===== config.mk =====
export PLATFORM = sky130hd
export DESIGN_NAME = copy_engine
export DESIGN_NICKNAME = d
export VERILOG_FILES = /design/src/rtl/copy_engine_pkg.sv /design/src/rtl/copy_trig.sv /design/src/rtl/copy_regs.sv /design/src/rtl/copy_seq.sv /design/src/rtl/copy_engine.sv
export SDC_FILE = /design/constraint.sdc
export NUM_CORES = 1
export LEC_CHECK = 0
export BUFFER_PORTS_ARGS = -buffer_cell sky130_fd_sc_hd__clkbuf_2
export CORE_UTILIZATION = 55
export DETAILED_ROUTE_END_ITERATION = 10
export PLACE_DENSITY = 0.77
export SYNTH_ARGS = -nofsm -noshare
export SYNTH_HDL_FRONTEND = slang
export SYNTH_SLANG_ARGS = --single-unit

===== constraint.sdc =====
create_clock -name clk -period 6.3 [get_ports clk]
set_clock_uncertainty 0.05 [all_clocks]
set_input_delay 0.315 -clock clk [delete_from_list [all_inputs] [get_ports clk]]
set_output_delay 0.315 -clock clk [all_outputs]
set_load 0.005 [all_outputs]

===== src/rtl/copy_engine_pkg.sv =====
// Shared types and helpers for the copy engine.
// Assumes a 32-bit register and data bus; widths of pointers and counts
// are set by the modules' parameters.
package copy_engine_pkg;

    localparam logic [2:0] RA_SRC  = 3'd0;
    localparam logic [2:0] RA_DST  = 3'd1;
    localparam logic [2:0] RA_LEN  = 3'd2;
    localparam logic [2:0] RA_IDX  = 3'd3;
    localparam logic [2:0] RA_CFG  = 3'd4;
    localparam logic [2:0] RA_RUN  = 3'd5;
    localparam logic [2:0] RA_FLAG = 3'd6;
    localparam logic [2:0] RA_CNT  = 3'd7;

    localparam int CFG_W = 17;

    // configuration word, msb first; bit positions are software visible
    typedef struct packed {
        logic [3:0] trig_sel;   // [16:13]
        logic       fill;       // [12]
        logic       yield;      // [11]
        logic [2:0] prio;       // [10:8]
        logic       circ;       // [7]
        logic       src_inc;    // [6]
        logic       dst_inc;    // [5]
        logic       paced;      // [4]
        logic       irq_en;     // [3]
        logic [1:0] width;      // [2:1]
        logic       spare;      // [0]
    } ctl_t;

    typedef enum logic [2:0] {
        ST_OFF, ST_WAIT, ST_RD, ST_WR, ST_GAP
    } seq_state_t;

    // byte step of one item
    function automatic logic [2:0] item_bytes(input logic [1:0] w);
        case (w)
            2'd0:    return 3'd1;
            2'd1:    return 3'd2;
            default: return 3'd4;
        endcase
    endfunction

    // keep only the bytes of one item
    function automatic logic [31:0] item_mask(input logic [31:0] d, input logic [1:0] w);
        case (w)
            2'd0:    return {24'd0, d[7:0]};
            2'd1:    return {16'd0, d[15:0]};
            default: return d;
        endcase
    endfunction

endpackage


===== src/rtl/copy_trig.sv =====
// Request-line edge detector.
// Registers every line each cycle and reports a rising edge on the selected
// line when the sequencer is ready to take one. Select values at or above
// NUM_TRIG have no line behind them. Assumes NUM_TRIG <= 15, so 15 is never a line.
module copy_trig #(
    parameter int NUM_TRIG = 15,
    parameter int SEL_W    = 4
) (
    input  logic                clk,
    input  logic                rst_n,
    input  logic [NUM_TRIG-1:0] lines,
    input  logic [SEL_W-1:0]    sel,
    input  logic                sample,
    output logic                fire
);
    logic [NUM_TRIG-1:0] prev_q;
    logic [NUM_TRIG-1:0] rise;

    for (genvar i = 0; i < NUM_TRIG; i++) begin : g_line
        // remember last level of line i
        always_ff @(posedge clk) begin
            if (!rst_n) prev_q[i] <= 1'b0;
            else        prev_q[i] <= lines[i];
        end
        assign rise[i] = lines[i] & ~prev_q[i];
    end

    // pick the selected line's edge
    always_comb begin
        fire = 1'b0;
        for (int i = 0; i < NUM_TRIG; i++) begin
            if (sel == SEL_W'(i)) fire = rise[i] & sample;
        end
    end

    // a level held high gives no second edge
    a_r5_no_refire: assert property (@(posedge clk) disable iff (!rst_n)
        fire |=> !fire);

endmodule


===== src/rtl/copy_regs.sv =====
// Register window of the copy engine.
// Holds the configuration, the enable bit and the sticky interrupt flag,
// and produces start and stop pulses for the sequencer. Assumes software
// leaves the configuration alone while the channel is active.
module copy_regs
    import copy_engine_pkg::*;
#(
    parameter int ADDR_W = 32,
    parameter int LEN_W  = 16
) (
    input  logic              clk,
    input  logic              rst_n,
    input  logic              reg_we,
    input  logic [2:0]        reg_addr,
    input  logic [31:0]       reg_wdata,
    output logic [31:0]       reg_rdata,
    output logic [ADDR_W-1:0] src_base,
    output logic [ADDR_W-1:0] dst_base,
    output logic [LEN_W-1:0]  item_cnt,
    output logic [LEN_W-1:0]  irq_idx,
    output ctl_t              cfg,
    output logic              start,
    output logic              stop,
    output logic              irq,
    input  logic              active,
    input  logic              done,
    input  logic              irq_hit,
    input  logic [LEN_W-1:0]  progress
);
    logic [CFG_W-1:0] cfg_q;
    logic             en_q;
    logic             flag_q;
    logic             wr_run, wr_flag;

    assign wr_run  = reg_we && (reg_addr == RA_RUN);
    assign wr_flag = reg_we && (reg_addr == RA_FLAG);
    assign start   = wr_run && reg_wdata[0] && !en_q && !active && (item_cnt != '0);
    assign stop    = wr_run && !reg_wdata[0] && active;
    assign cfg     = ctl_t'(cfg_q);
    assign irq     = flag_q;

    // configuration registers
    always_ff @(posedge clk) begin
        if (!rst_n) begin
            src_base <= '0;
            dst_base <= '0;
            item_cnt <= '0;
            irq_idx  <= '0;
            cfg_q    <= '0;
        end else if (reg_we) begin
            case (reg_addr)
                RA_SRC:  src_base <= reg_wdata[ADDR_W-1:0];
                RA_DST:  dst_base <= reg_wdata[ADDR_W-1:0];
                RA_LEN:  item_cnt <= reg_wdata[LEN_W-1:0];
                RA_IDX:  irq_idx  <= reg_wdata[LEN_W-1:0];
                RA_CFG:  cfg_q    <= reg_wdata[CFG_W-1:0];
                default: ;
            endcase
        end
    end

    // enable bit: set by a valid start, cleared by software or completion
    always_ff @(posedge clk) begin
        if (!rst_n)           en_q <= 1'b0;
        else if (start)       en_q <= 1'b1;
        else if (wr_run && !reg_wdata[0]) en_q <= 1'b0;
        else if (done)        en_q <= 1'b0;
    end

    // sticky interrupt flag; a new hit wins over a clear
    always_ff @(posedge clk) begin
        if (!rst_n)                      flag_q <= 1'b0;
        else if (irq_hit)                flag_q <= 1'b1;
        else if (wr_flag && reg_wdata[0]) flag_q <= 1'b0;
    end

    // read mux
    always_comb begin
        case (reg_addr)
            RA_SRC:  reg_rdata = 32'(src_base);
            RA_DST:  reg_rdata = 32'(dst_base);
            RA_LEN:  reg_rdata = 32'(item_cnt);
            RA_IDX:  reg_rdata = 32'(irq_idx);
            RA_CFG:  reg_rdata = 32'(cfg_q);
            RA_RUN:  reg_rdata = {29'd0, flag_q, active, en_q};
            RA_FLAG: reg_rdata = {31'd0, flag_q};
            default: reg_rdata = 32'(progress);
        endcase
    end

    // the flag only drops through a clear write
    a_r7_flag_sticky: assert property (@(posedge clk) disable iff (!rst_n)
        (flag_q && !(wr_flag && reg_wdata[0])) |=> flag_q);

    // a start with zero items leaves the channel disabled
    a_r10_zero_len: assert property (@(posedge clk) disable iff (!rst_n)
        (wr_run && reg_wdata[0] && !en_q && (item_cnt == '0)) |=> !en_q);

endmodule


===== src/rtl/copy_seq.sv =====
// Item sequencer of the copy engine.
// Walks the read/write steps of each item, advances the pointers and the
// progress counter, handles fill, circular reload, the post-store idle
// cycle, freeze and stop. Assumes the memory completes an access in the
// cycle its grant is seen with the request.
module copy_seq
    import copy_engine_pkg::*;
#(
    parameter int ADDR_W = 32,
    parameter int LEN_W  = 16
) (
    input  logic              clk,
    input  logic              rst_n,
    input  logic              start,
    input  logic              stop,
    input  logic              freeze,
    input  ctl_t              cfg,
    input  logic [ADDR_W-1:0] src_base,
    input  logic [ADDR_W-1:0] dst_base,
    input  logic [LEN_W-1:0]  item_cnt,
    input  logic [LEN_W-1:0]  irq_idx,
    input  logic              trig_fire,
    output logic              trig_sample,
    output logic              mem_req,
    output logic              mem_we,
    output logic [ADDR_W-1:0] mem_addr,
    output logic [1:0]        mem_size,
    output logic [31:0]       mem_wdata,
    input  logic              mem_gnt,
    input  logic [31:0]       mem_rdata,
    output logic [LEN_W-1:0]  progress,
    output logic              active,
    output logic              done,
    output logic              irq_hit
);
    seq_state_t        st_q;
    logic [ADDR_W-1:0] a_q, b_q;
    logic [LEN_W-1:0]  cnt_q, cnt_n;
    logic [31:0]       data_q;
    logic              have_q;
    logic              acc, wr_acc, last, circ_eff, go;
    logic [1:0]        wsel;
    logic [ADDR_W-1:0] step;

    assign wsel      = (cfg.width == 2'd3) ? 2'd2 : cfg.width;
    assign step      = ADDR_W'(item_bytes(wsel));
    assign circ_eff  = cfg.circ && cfg.paced;
    assign mem_req   = ((st_q == ST_RD) || (st_q == ST_WR)) && !freeze && !stop;
    assign mem_we    = (st_q == ST_WR);
    assign mem_addr  = (st_q == ST_RD) ? a_q : b_q;
    assign mem_size  = wsel;
    assign mem_wdata = data_q;
    assign acc       = mem_req && mem_gnt;
    assign wr_acc    = acc && (st_q == ST_WR);
    assign cnt_n     = cnt_q + 1'b1;
    assign last      = (cnt_n == item_cnt);
    assign done      = wr_acc && last && !circ_eff;
    assign irq_hit   = wr_acc && cfg.irq_en &&
                       ((irq_idx == '0) ? last : (cnt_n == irq_idx));
    assign trig_sample = (st_q == ST_WAIT) && !freeze && !stop;
    assign go        = cfg.paced ? trig_fire : 1'b1;
    assign progress  = cnt_q;
    assign active    = (st_q != ST_OFF);

    // item state machine with pointer and counter updates
    always_ff @(posedge clk) begin
        if (!rst_n) begin
            st_q   <= ST_OFF;
            a_q    <= '0;
            b_q    <= '0;
            cnt_q  <= '0;
            data_q <= '0;
            have_q <= 1'b0;
        end else if (stop) begin
            st_q <= ST_OFF;
        end else if (start) begin
            st_q   <= ST_WAIT;
            a_q    <= src_base;
            b_q    <= dst_base;
            cnt_q  <= '0;
            have_q <= 1'b0;
        end else if (!freeze) begin
            case (st_q)
                ST_WAIT: if (go) st_q <= (cfg.fill && have_q) ? ST_WR : ST_RD;
                ST_RD: if (acc) begin
                    data_q <= item_mask(mem_rdata, wsel);
                    have_q <= 1'b1;
                    if (cfg.src_inc) a_q <= a_q + step;
                    st_q   <= ST_WR;
                end
                ST_WR: if (acc) begin
                    if (cfg.dst_inc) b_q <= b_q + step;
                    if (last && circ_eff) begin
                        a_q    <= src_base;
                        b_q    <= dst_base;
                        cnt_q  <= '0;
                        have_q <= 1'b0;
                        st_q   <= ST_WAIT;
                    end else if (last) begin
                        cnt_q <= cnt_n;
                        st_q  <= ST_OFF;
                    end else begin
                        cnt_q <= cnt_n;
                        st_q  <= (cfg.yield && !cfg.paced) ? ST_GAP : ST_WAIT;
                    end
                end
                ST_GAP:  st_q <= ST_WAIT;
                default: st_q <= ST_OFF;
            endcase
        end
    end

    // no memory traffic while frozen
    a_r9_frozen_quiet: assert property (@(posedge clk) disable iff (!rst_n)
        freeze |-> !mem_req);

    // once the fill value is held no read is issued
    a_r4_single_read: assert property (@(posedge clk) disable iff (!rst_n)
        (cfg.fill && have_q) |-> !(mem_req && !mem_we));

    // a store in yield mode is followed by a cycle with no request
    a_r3_yield_gap: assert property (@(posedge clk) disable iff (!rst_n)
        (wr_acc && cfg.yield && !cfg.paced && !last) |=> !mem_req);

    // a stop ends memory traffic
    a_r8_stop_quiet: assert property (@(posedge clk) disable iff (!rst_n)
        stop |=> !mem_req);

    // while running the counter stays below the item count
    a_r2_cnt_bound: assert property (@(posedge clk) disable iff (!rst_n)
        active |-> (cnt_q < item_cnt));

    // in paced mode nothing leaves the wait step without an edge
    a_r5_paced_hold: assert property (@(posedge clk) disable iff (!rst_n)
        (st_q == ST_WAIT && cfg.paced && !trig_fire && !start) |=> (st_q != ST_RD && st_q != ST_WR));

endmodule


===== src/rtl/copy_engine.sv =====
// Single-channel memory copy engine, top level.
// Ties the register window, the request-line edge detector and the item
// sequencer together. Assumes ADDR_W and LEN_W are at most 32 and
// NUM_TRIG is at most 15.
module copy_engine
    import copy_engine_pkg::*;
#(
    parameter int ADDR_W   = 32,
    parameter int LEN_W    = 16,
    parameter int NUM_TRIG = 15
) (
    input  logic                clk,
    input  logic                rst_n,
    input  logic                reg_we,
    input  logic [2:0]          reg_addr,
    input  logic [31:0]         reg_wdata,
    output logic [31:0]         reg_rdata,
    output logic                mem_req,
    output logic                mem_we,
    output logic [ADDR_W-1:0]   mem_addr,
    output logic [1:0]          mem_size,
    output logic [31:0]         mem_wdata,
    input  logic                mem_gnt,
    input  logic [31:0]         mem_rdata,
    input  logic [NUM_TRIG-1:0] trig_in,
    input  logic                freeze,
    output logic                irq
);
    localparam int SEL_W = 4;

    ctl_t              cfg;
    logic [ADDR_W-1:0] src_base, dst_base;
    logic [LEN_W-1:0]  item_cnt, irq_idx, progress;
    logic              start, stop, active, done, irq_hit;
    logic              trig_fire, trig_sample;

    copy_regs #(.ADDR_W(ADDR_W), .LEN_W(LEN_W)) u_regs (
        .clk(clk), .rst_n(rst_n),
        .reg_we(reg_we), .reg_addr(reg_addr), .reg_wdata(reg_wdata), .reg_rdata(reg_rdata),
        .src_base(src_base), .dst_base(dst_base), .item_cnt(item_cnt), .irq_idx(irq_idx),
        .cfg(cfg), .start(start), .stop(stop), .irq(irq),
        .active(active), .done(done), .irq_hit(irq_hit), .progress(progress)
    );

    copy_trig #(.NUM_TRIG(NUM_TRIG), .SEL_W(SEL_W)) u_trig (
        .clk(clk), .rst_n(rst_n), .lines(trig_in), .sel(cfg.trig_sel),
        .sample(trig_sample), .fire(trig_fire)
    );

    copy_seq #(.ADDR_W(ADDR_W), .LEN_W(LEN_W)) u_seq (
        .clk(clk), .rst_n(rst_n), .start(start), .stop(stop), .freeze(freeze),
        .cfg(cfg), .src_base(src_base), .dst_base(dst_base),
        .item_cnt(item_cnt), .irq_idx(irq_idx),
        .trig_fire(trig_fire), .trig_sample(trig_sample),
        .mem_req(mem_req), .mem_we(mem_we), .mem_addr(mem_addr), .mem_size(mem_size),
        .mem_wdata(mem_wdata), .mem_gnt(mem_gnt), .mem_rdata(mem_rdata),
        .progress(progress), .active(active), .done(done), .irq_hit(irq_hit)
    );

endmodule


==> results.cfg, run 1 <==
[route]
ant_nets = 0
routed_via_density = 6.467
routed_wl_microns = 51220
dr.pass1.iters = 5
first_iter_violations = 2022
wl_per_cell_microns = 22.76
drc_errors = 0
num_vias = 14560

[timing]
hold_violations = 0
fin_crit_ps = 4158
final_max_slew_viol_count = 0
grt_setup_unrepaired = false
setup_viol = 0
slew_headroom_pct = 15.23
fin_setup_tns_ps = 0
worst_pin_slew_ps = 1267
timing.fmax_mhz = 240.5
fin_crit_sh_pct = 66.00

[setup_path]
arrival_ps = 4600
r2r_cells = 13
end_kind = register
path_max_fanout = 23
worstSetupPathType = reg2reg
startpoint_type = register
r2r_end = u_seq.a_q[24]$_SDFFE_PN0P_
reg2reg_slack_ps = 2140
critical_path_required_ps = 6740
r2r_start = u_regs.cfg[2]$_SDFFE_PN0P_

[power_and_ir_drop]
ir_drop_mv = 0.2153
p_seq_share_pct = 46.7
netSwitchingFraction_pct = 25.29
pwr-share-comb_pct = 7.7
power.internal_mw = 2.572
p_per_area_nw_per_um2 = 213.1
p_switching_uw = 870.7
pwr-share-clk_pct = 45.6
p_leak_nw = 5.902

[grt]
grt_pass1_wl_microns = 78340
grt.total_usage_pct = 39.00
antenna_found_initial = 3
grt_pass1_vias = 13500
grt_overflow = 0
grt_max_degree = 71

[clock_network]
htreeDepth = 1
cts_buffers = 28
clockBufferDepth = 3
cts.sinks = 246
clock_latency_ps = 560
cts_tree = done
root_buffer = clkbuf_16
path_clk_slew_ps = 60

[run_status]
status = finished clean

[synth]
syn_area_sq_um = 13740
syn_inst = 1742
synth_async_sr_flop_share_pct = 0
avgSynthCellArea_sq_um = 7.886
synth_seq_cells = 246
seq_area_frac_synth_pct = 35.85
synth_cell_types = 97
synthFlopType = dfxtp_1
synth_nets = 1838
ys_warn_count = 0
synth_edf_count = 0

[hold_path]
hold_path_startpoint = reg_wdata[7]
hold_path_class = in2reg
holdPathEnd = u_regs.dst_base[7]$_SDFFE_PN0P_
hold_depth = 3

[place]
io_buffer_count = 187
placed_cells = 2137
hpwl_microns = 35380
gp_congestion = 1.023

[finish]
nNetsFinal = 2002
diodes = 0
final_cells = 2251
n_fill_cell = 2081
drive_gt1_share_pct = 17.96
layout_common_cells = 363 x nand2_1, 246 x dfxtp_1, 187 x clkbuf_2
area_delta_synth_final_pct = 17.58
final_common_cell = nand2_1

[floorplan]
die_x_microns = 160.0
core_sq_um = 24390
die_y_microns = 160.0
io_pins = 188
start_util_pct = 56.33
design.die.area_sq_um = 25610
fp-row-count = 57

[job]
cap_violations = 0
==> critical path, cell delays in order, from the launching register on <==
cell and delay [ps]:
dfxtp_1 630, or2_2 530, inv_1 100, ha_1 160
inv_1 60, fa_1 390, nor2b_1 160, o21bai_1 200
nor4_1 680, and3_1 440, a21oi_1 130, a41o_1 210
a21oi_1 140, o221a_1 190
==> final cells by class <==
cell class                      instances  area (sq um)  area share (%)
Tap cell                              324         405.4           2.510
Clock buffer                           41         809.5           5.012
Multi-Input combinational cell       1339          8143           50.41
Timing Repair Buffer                  269          1714           10.61
Inverter                               22         85.08          0.5267
Sequential cell                       246          4925           30.49
Clock inverter                         10         71.32          0.4415
==> routing by layer <==
| metal | vias up | wire length (microns) | GRT usage, % |
|---|---|---|---|
| li1 | 6579 | - | - |
| met1 | 6781 | 19460 | 49.82 |
| met2 | 968 | 22880 | 61.03 |
| met3 | 224 | 5512 | 8.130 |
| met4 | 6 | 3330 | 22.42 |
| met5 | - | 41 | 0 |
==> cell families (layout without fill, tap and decap cells) <==
group,after synthesis,count (layout),synth area share [%]
adders and majority gates,9,9,0.9289
buffers and inverters,157,342,5.073
xor gates and xnor gates,44,44,2.905
and+or+nand+nor,745,745,25.52
muxes,91,91,8.461
DFF,246,246,35.85
AOI/OAI and AO/OA,450,450,21.27
==> through the flow <==
step | utilization (%) | power (mW) | instance area [sq um] | hold slack (ps) | setup WS (ps)
2_1_floorplan | - | 1.761 | 13740 | 383.4 | 2996
3_3_place_gp | 60.01 | 1.861 | 14640 | 387.8 | 2376
3_5_place_dp | 60.01 | 1.864 | 14640 | 394.2 | 2246
4_1_cts | 66.16 | 3.439 | 16140 | 1.506 | 2197
5_1_grt | 66.23 | 3.532 | 16150 | 13.88 | 1834
6_report | 66.23 | 3.442 | 16150 | 14.43 | 2142
==> synthesized netlist by cell type (8+ instances only) <==
cell type | instances | share of area (%)
a21oi_1 | 184 | 6.7
or3_1 | 11 | 0.50
a211oi_1 | 8 | 0.44
dfxtp_1 | 246 | 36
o31ai_1 | 18 | 0.98
buf_2 | 16 | 0.58
xor2_1 | 14 | 0.89
nand2b_1 | 9 | 0.41
and3_1 | 15 | 0.68
o21ai_0 | 51 | 1.9
nor3_1 | 44 | 1.6
nand2_1 | 364 | 9.9
and4_1 | 10 | 0.64
clkbuf_1 | 97 | 2.7
o22ai_1 | 9 | 0.41
a22oi_1 | 14 | 0.77
a31oi_1 | 16 | 0.73
nand3_1 | 51 | 1.9
o211ai_1 | 25 | 1.4
o21ai_1 | 21 | 0.77
mux4_2 | 17 | 2.8
a221oi_1 | 16 | 1.0
nor2_1 | 114 | 3.1
nor4_1 | 25 | 1.1
a22o_1 | 11 | 0.70
nand4_1 | 21 | 0.96
buf_1 | 8 | 0.22
mux2i_1 | 43 | 3.1
buf_6 | 10 | 0.82
inv_1 | 20 | 0.55
nor2b_1 | 24 | 1.1
mux2_2 | 31 | 2.5
and2_1 | 23 | 1.0
o221a_2 | 8 | 0.66
xnor2_1 | 29 | 1.8
==> worst max path at each step <==
| stage | start | to | slack (ps) | depth (start not counted) |
|---|---|---|---|---|
| 2_1_floorplan | u_regs.cfg[1]$_SDFFE_PN0P_ | u_seq.a_q[24]$_SDFFE_PN0P_ | 3000 | 15 |
| 3_3_place_gp | u_regs.cfg[2]$_SDFFE_PN0P_ | u_seq.a_q[24]$_SDFFE_PN0P_ | 2380 | 13 |
| 3_5_place_dp | u_regs.cfg[2]$_SDFFE_PN0P_ | u_seq.a_q[24]$_SDFFE_PN0P_ | 2250 | 13 |
| 4_1_cts | u_regs.cfg[2]$_SDFFE_PN0P_ | u_seq.a_q[24]$_SDFFE_PN0P_ | 2200 | 13 |
| 5_1_grt | u_regs.cfg[2]$_SDFFE_PN0P_ | u_seq.a_q[24]$_SDFFE_PN0P_ | 1830 | 13 |
| 6_report | u_regs.cfg[2]$_SDFFE_PN0P_ | u_seq.a_q[24]$_SDFFE_PN0P_ | 2140 | 13 |
==> flip-flops by register name (all words and copies together) (netlist names) <==
signal,count
u_regs.en_q,1
u_regs.item_cnt,16
u_regs.dst_base,32
u_seq.b_q,32
u_trig.prev_q,15
u_regs.cfg,17
u_seq.a_q,32
u_seq.st_q,3
u_seq.progress,16
u_seq.have_q,1
u_regs.irq,1
u_regs.src_base,32
u_regs.irq_idx,16
u_seq.mem_wdata,32
==> what timing repair did <==
| item | CTS | global route |
|---|---|---|
| endpoints found under the setup margin | 0 | 0 |
| buffers inserted | 0 | 0 |
| endpoints found under the hold margin | 77 | 0 |
| resized for setup | 0 | 0 |
| hold buffers | 62 | 0 |
==> power by group through the flow <==
| stage | Sequential [mW] | Combinational [mW] | Clock (mW) |
|---|---|---|---|
| floorplan | 1.62 | 0.139 | 0 |
| global placement | 1.64 | 0.222 | 0 |
| detailed placement | 1.64 | 0.224 | 0 |
| CTS | 1.61 | 0.256 | 1.58 |
| global route | 1.61 | 0.281 | 1.64 |
| finish | 1.61 | 0.266 | 1.57 |
(Power assumes the default switching activity.)
==> run 2: changes to the inputs <==
clock period = 4.1 ns   (was 6.3 ns; I/O delays follow)
==> run 2 against run 1 <==
  * Sequential share of layout area shrank 0.91 points
  * Design area is 3.1% higher
  * Clock power increased by 79%
  * Register-to-register slack worse by 1900 ps
  * Sequential cell count unchanged
  * Via count up 2.1%
  * Power increased by 66%
  * First-iteration DRC count is 5.6% lower
  * Maximum frequency up 7.9%
  * Clock-buffer cell count is 3 lower
==> results.cfg, run 2 (synthesized netlist as in run 1, its figures left out) <==
[run_status]
status = finished clean

[clock_network]
clock_latency_ps = 550
cts.sinks = 246
path_clk_slew_ps = 60
clockBufferDepth = 3
cts_buffers = 28
root_buffer = clkbuf_16
postCtsSetupBuffers = 0
ctsResizeCount = 0
cts_tree = done
htreeDepth = 1

[power_and_ir_drop]
ir_drop_mv = 0.3273
p_leak_nw = 6.183
p_per_area_nw_per_um2 = 342.2

[setup_path]
path_max_fanout = 20
startpoint_type = register
end_kind = register
reg2reg_slack_ps = 250
critical_path_required_ps = 4520
r2r_start = u_seq.progress[0]$_SDFFE_PN0P_
arrival_ps = 4270
r2r_end = u_seq.a_q[1]$_SDFFE_PN0P_
r2r_cells = 10
worstSetupPathType = reg2reg

[timing]
hold_violations = 0
setup_viol = 0
fin_crit_ps = 3852
fin_setup_tns_ps = 0
worst_pin_slew_ps = 1321
final_max_slew_viol_count = 0
slew_headroom_pct = 11.61
timing.fmax_mhz = 259.6
fin_crit_sh_pct = 93.96
grt_setup_unrepaired = false

[finish]
layout_common_cells = 363 x nand2_1, 246 x dfxtp_1, 187 x clkbuf_2
final_cells = 2293
final_common_cell = nand2_1
diodes = 0
regArea_sq_um = 4925
drive_gt1_share_pct = 18.84
nNetsFinal = 2046
area_delta_synth_final_pct = 21.20
multi_input_area_sq_um = 8134
n_fill_cell = 1996

[hold_path]
hold_depth = 3
holdPathEnd = u_regs.irq_idx[3]$_SDFFE_PN0P_
hold_path_class = in2reg
hold_path_startpoint = reg_wdata[3]

[floorplan]
io_pins = 188
die_x_microns = 160.0
fp-row-count = 57
core_sq_um = 24390
design.die.area_sq_um = 25610
die_y_microns = 160.0
start_util_pct = 56.33

[route]
first_iter_violations = 1909
ant_nets = 0
dr.pass1.iters = 5
routed_wl_microns = 51800
wl_per_cell_microns = 22.59
routed_via_density = 6.485
num_vias = 14870
drc_errors = 0

[grt]
grt_pass1_vias = 13900
grt.total_usage_pct = 39.30
grt_overflow = 0
antenna_found_initial = 0
grt_max_degree = 61
grt_pass1_wl_microns = 79400

[place]
hpwl_microns = 35440
io_buffer_count = 187
placed_cells = 2165
gp_congestion = 1.001

[job]
cap_violations = 0
[run 2: cell count changes in the layout (fill, tap and decap cells not counted), sizes merged]
cell | before | now
buf | 20 | 47
dlygate4sd3 | 62 | 79
bufinv | 0 | 7
clkbuf | 228 | 225
clkinv | 7 | 4
clkinvlp | 4 | 1
[run 2: how the worst max path moves through the flow]
stage / start / slack, ps / endpoint / depth (start not counted)
finish: u_seq.progress[0]$_SDFFE_PN0P_ / 250 / u_seq.a_q[1]$_SDFFE_PN0P_ / 10
global route: u_seq.progress[0]$_SDFFE_PN0P_ / 0.3 / u_seq.a_q[1]$_SDFFE_PN0P_ / 10
CTS: u_seq.progress[0]$_SDFFE_PN0P_ / 270 / u_seq.a_q[1]$_SDFFE_PN0P_ / 10
detailed placement: u_seq.progress[0]$_SDFFE_PN0P_ / 300 / u_seq.a_q[1]$_SDFFE_PN0P_ / 10
global placement: u_seq.progress[0]$_SDFFE_PN0P_ / 490 / u_seq.a_q[1]$_SDFFE_PN0P_ / 10
floorplan: u_regs.cfg[1]$_SDFFE_PN0P_ / 800 / u_seq.a_q[24]$_SDFFE_PN0P_ / 15
[run 2: final cells by class]
class,instances,area share (%)
well taps,324,2.435
multi-input cells,1339,48.85
flip-flops and latches,246,29.58
inverters,22,0.5110
clock buffers,38,4.741
repair buffers,313,12.49
clock inverters,11,1.398
[run 2: power breakdown]
group	internal [mW]	switching, mW
combinational	0.175	0.251
clock	1.78	1.03
sequential	2.42	0.0448
total	4.37	1.32
[run 2: through the flow]
step           hold WS (ps)  instance area (sq um)  total power [mW]  utilization [%]  setup slack (ps)
2_1_floorplan         282.3                  13740             2.706                -             795.7
3_3_place_gp          376.7                  14840             2.860            60.83             486.6
3_5_place_dp          380.5                  14840             2.865            60.83             301.6
4_1_cts               9.056                  16650             5.691            68.27             273.2
5_1_grt               11.26                  16650             5.827            68.27            0.2891
6_report              13.20                  16650             5.698            68.27             247.6
[run 2: layer usage]
layer | global-route usage, % | share of wire (%) | routed length [microns] | vias up
li1 | - | - | - | 6669
met1 | 49.70 | 38 | 19810 | 7014
met2 | 62.33 | 45 | 23330 | 977
met3 | 7.039 | 10 | 5158 | 210
met4 | 24.11 | 6.7 | 3493 | 0
met5 | 0 | 0 | 0 | -
[run 2: critical path, cell delays in order, from the launching register on]
cell	delay [ps]
dfxtp_1	580
ha_1	400
nand3_4	200
nor4_4	410
or2b_1	300
o221ai_2	250
nor2_1	120
and2_4	180
o21ai_2	720
buf_4	340
mux2i_1	200
[run 2: repair_timing]
action / in CTS / in global routing
hold buffers: 79 / 0
endpoints found under the setup margin: 0 / 0
endpoints found under the hold margin: 153 / 0
==> run 3: changes to the inputs <==
PLACE_DENSITY = 0.81   (was 0.77)
==> run 3 against run 2 <==
  * Clock power hardly changed
  * Non-clock buffer count is 1 lower
  * Power hardly changed
  * Maximum frequency is 1.4% higher
  * Sequential power hardly changed
  * Register-to-register slack better by 50 ps
  * First-iteration DRC count is 19% higher
  * Combinational power is 1% higher
  * Worst hold slack better by 150 ps
==> results.cfg, run 3 (synthesized netlist as in run 1, its figures left out) <==
[grt]
grt.total_usage_pct = 39.71
grt_pass1_wl_microns = 80230
antenna_found_initial = 2
grt_max_degree = 114
grt_pass1_vias = 14220
grt_overflow = 0

[hold_path]
hold_path_class = in2reg
hold_path_startpoint = mem_gnt

[finish]
drive_gt1_share_pct = 19.03
nNetsFinal = 2045
utilization_pct = 68.34
final_common_cell = nand2_1
area_delta_synth_final_pct = 21.34
layout_common_cells = 363 x nand2_1, 246 x dfxtp_1, 187 x clkbuf_2

[setup_path]
cp-endpoint = u_seq.a_q[1]$_SDFFE_PN0P_
r2r_end = u_seq.a_q[1]$_SDFFE_PN0P_
critical_path_required_ps = 4540
arrival_ps = 4230
crit_chain = ha_1 > nand3_4 > nor4_4 > or2b_1 > o221ai_2 > nor2_1 > and2_4 > o21ai_2 > buf_4 > mux2i_1
reg2reg_slack_ps = 300
startpoint_type = register
cpPeakStageDelay_ps = 910
worst_path_max_delay_cell = o21ai_2
path_max_fanout = 26
crit_start = u_seq.progress[1]$_SDFFE_PN0P_
worstSetupPathType = reg2reg
r2r_cells = 10
end_kind = register
r2r_start = u_seq.progress[1]$_SDFFE_PN0P_

[timing]
worst_pin_slew_ps = 1252
slew_headroom_pct = 16.23
fin_crit_ps = 3798
setup_viol = 0
fin_crit_sh_pct = 92.64
grt_setup_unrepaired = false
hold_violations = 0
layout_setup_ws_ps = 301.7
final_max_slew_viol_count = 0
fin_setup_tns_ps = 0
timing.fmax_mhz = 263.3

[run_status]
status = finished clean

[place]
hpwl_microns = 35110
place_ws_ps = 398.9
gp_congestion = 1.082
io_buffer_count = 187

[clock_network]
clockBufferDepth = 3
root_buffer = clkbuf_16
clock_latency_ps = 560
path_clk_slew_ps = 60
postCtsSetupBuffers = 0
cts_buffers = 28
cts.sinks = 246
cts_tree = done
htreeDepth = 1
ctsResizeCount = 0

[power_and_ir_drop]
p_per_area_nw_per_um2 = 341.8
finalPower_mw = 5.698
ir_drop_mv = 0.3716
p_leak_nw = 6.186

[route]
dr.pass1.iters = 6
routed_wl_microns = 52100
routed_via_density = 6.608
ant_nets = 0
drc_errors = 0
num_vias = 15170
wl_per_cell_microns = 22.69
first_iter_violations = 2281

[floorplan]
core_sq_um = 24390
io_pins = 188
die_x_microns = 160.0
start_util_pct = 56.33
fp-row-count = 57
die_y_microns = 160.0
design.die.area_sq_um = 25610

[job]
cap_violations = 0
## run 3: worst min-delay path by stage
| stage | slack, ps | endpoint | cells past startpoint |
|---|---|---|---|
| after detailed placement | 380 | u_trig.prev_q[14]$_SDFF_PN0_ | 2 |
| final | 170 | u_seq.have_q$_SDFFE_PN0P_ | 4 |
| after CTS | 160 | u_seq.have_q$_SDFFE_PN0P_ | 4 |
| after global routing | 220 | u_seq.have_q$_SDFFE_PN0P_ | 4 |
| after floorplan | 280 | u_trig.prev_q[0]$_SDFF_PN0_ | 1 |
| after global placement | 380 | u_trig.prev_q[4]$_SDFF_PN0_ | 2 |
## run 3: final cells by class
cell class	instances	area, sq um
Inverter	22	85.08
Timing Repair Buffer	312	2087
Antenna cell	1	2.502
Multi-Input combinational cell	1339	8134
Clock inverter	13	197.7
Sequential cell	246	4925
Clock buffer	39	833.3
Fill cell	1945	7721
Tap cell	324	405.4
## run 3: timing repair
item,CTS,global route
setup endpoints to repair,0,0
hold buffers,80,0
hold endpoints to repair,160,0
## run 3: layer usage
layer	GRT usage [%]	routed length (microns)	vias up
met2	61.26	22620	1238
met1	49.63	18720	6984
met5	0	97	-
li1	-	-	6673
met3	10.26	7039	274
met4	24.42	3622	4
## run 3: worst max-delay path, delay by kind of cell, from the launching register on
| family | cells | cell delay, ps |
|---|---|---|
| AOI/OAI and AO/OA | 2 | 1120 |
| adders and majority gates | 1 | 380 |
| buffers and inverters | 1 | 310 |
| DFF | 1 | 470 |
| muxes | 1 | 190 |
| and+or+nand+nor | 5 | 1200 |
## run 3: through the flow
stage	instances	cell area, sq um	hold slack [ps]
after detailed placement	2163	14840	379.8
after global placement	2163	14840	377.5
after global routing	2295	16670	216.8
final	2296	16670	168.0
after floorplan	1742	13740	282.3
after CTS	2295	16670	156.6
## run 3: report_power, final
group          internal (mW)  switching [mW]  total (mW)
clock                   1.73            1.07        2.80
sequential              2.42          0.0442        2.47
combinational          0.175           0.256       0.431
total                   4.32            1.37        5.70
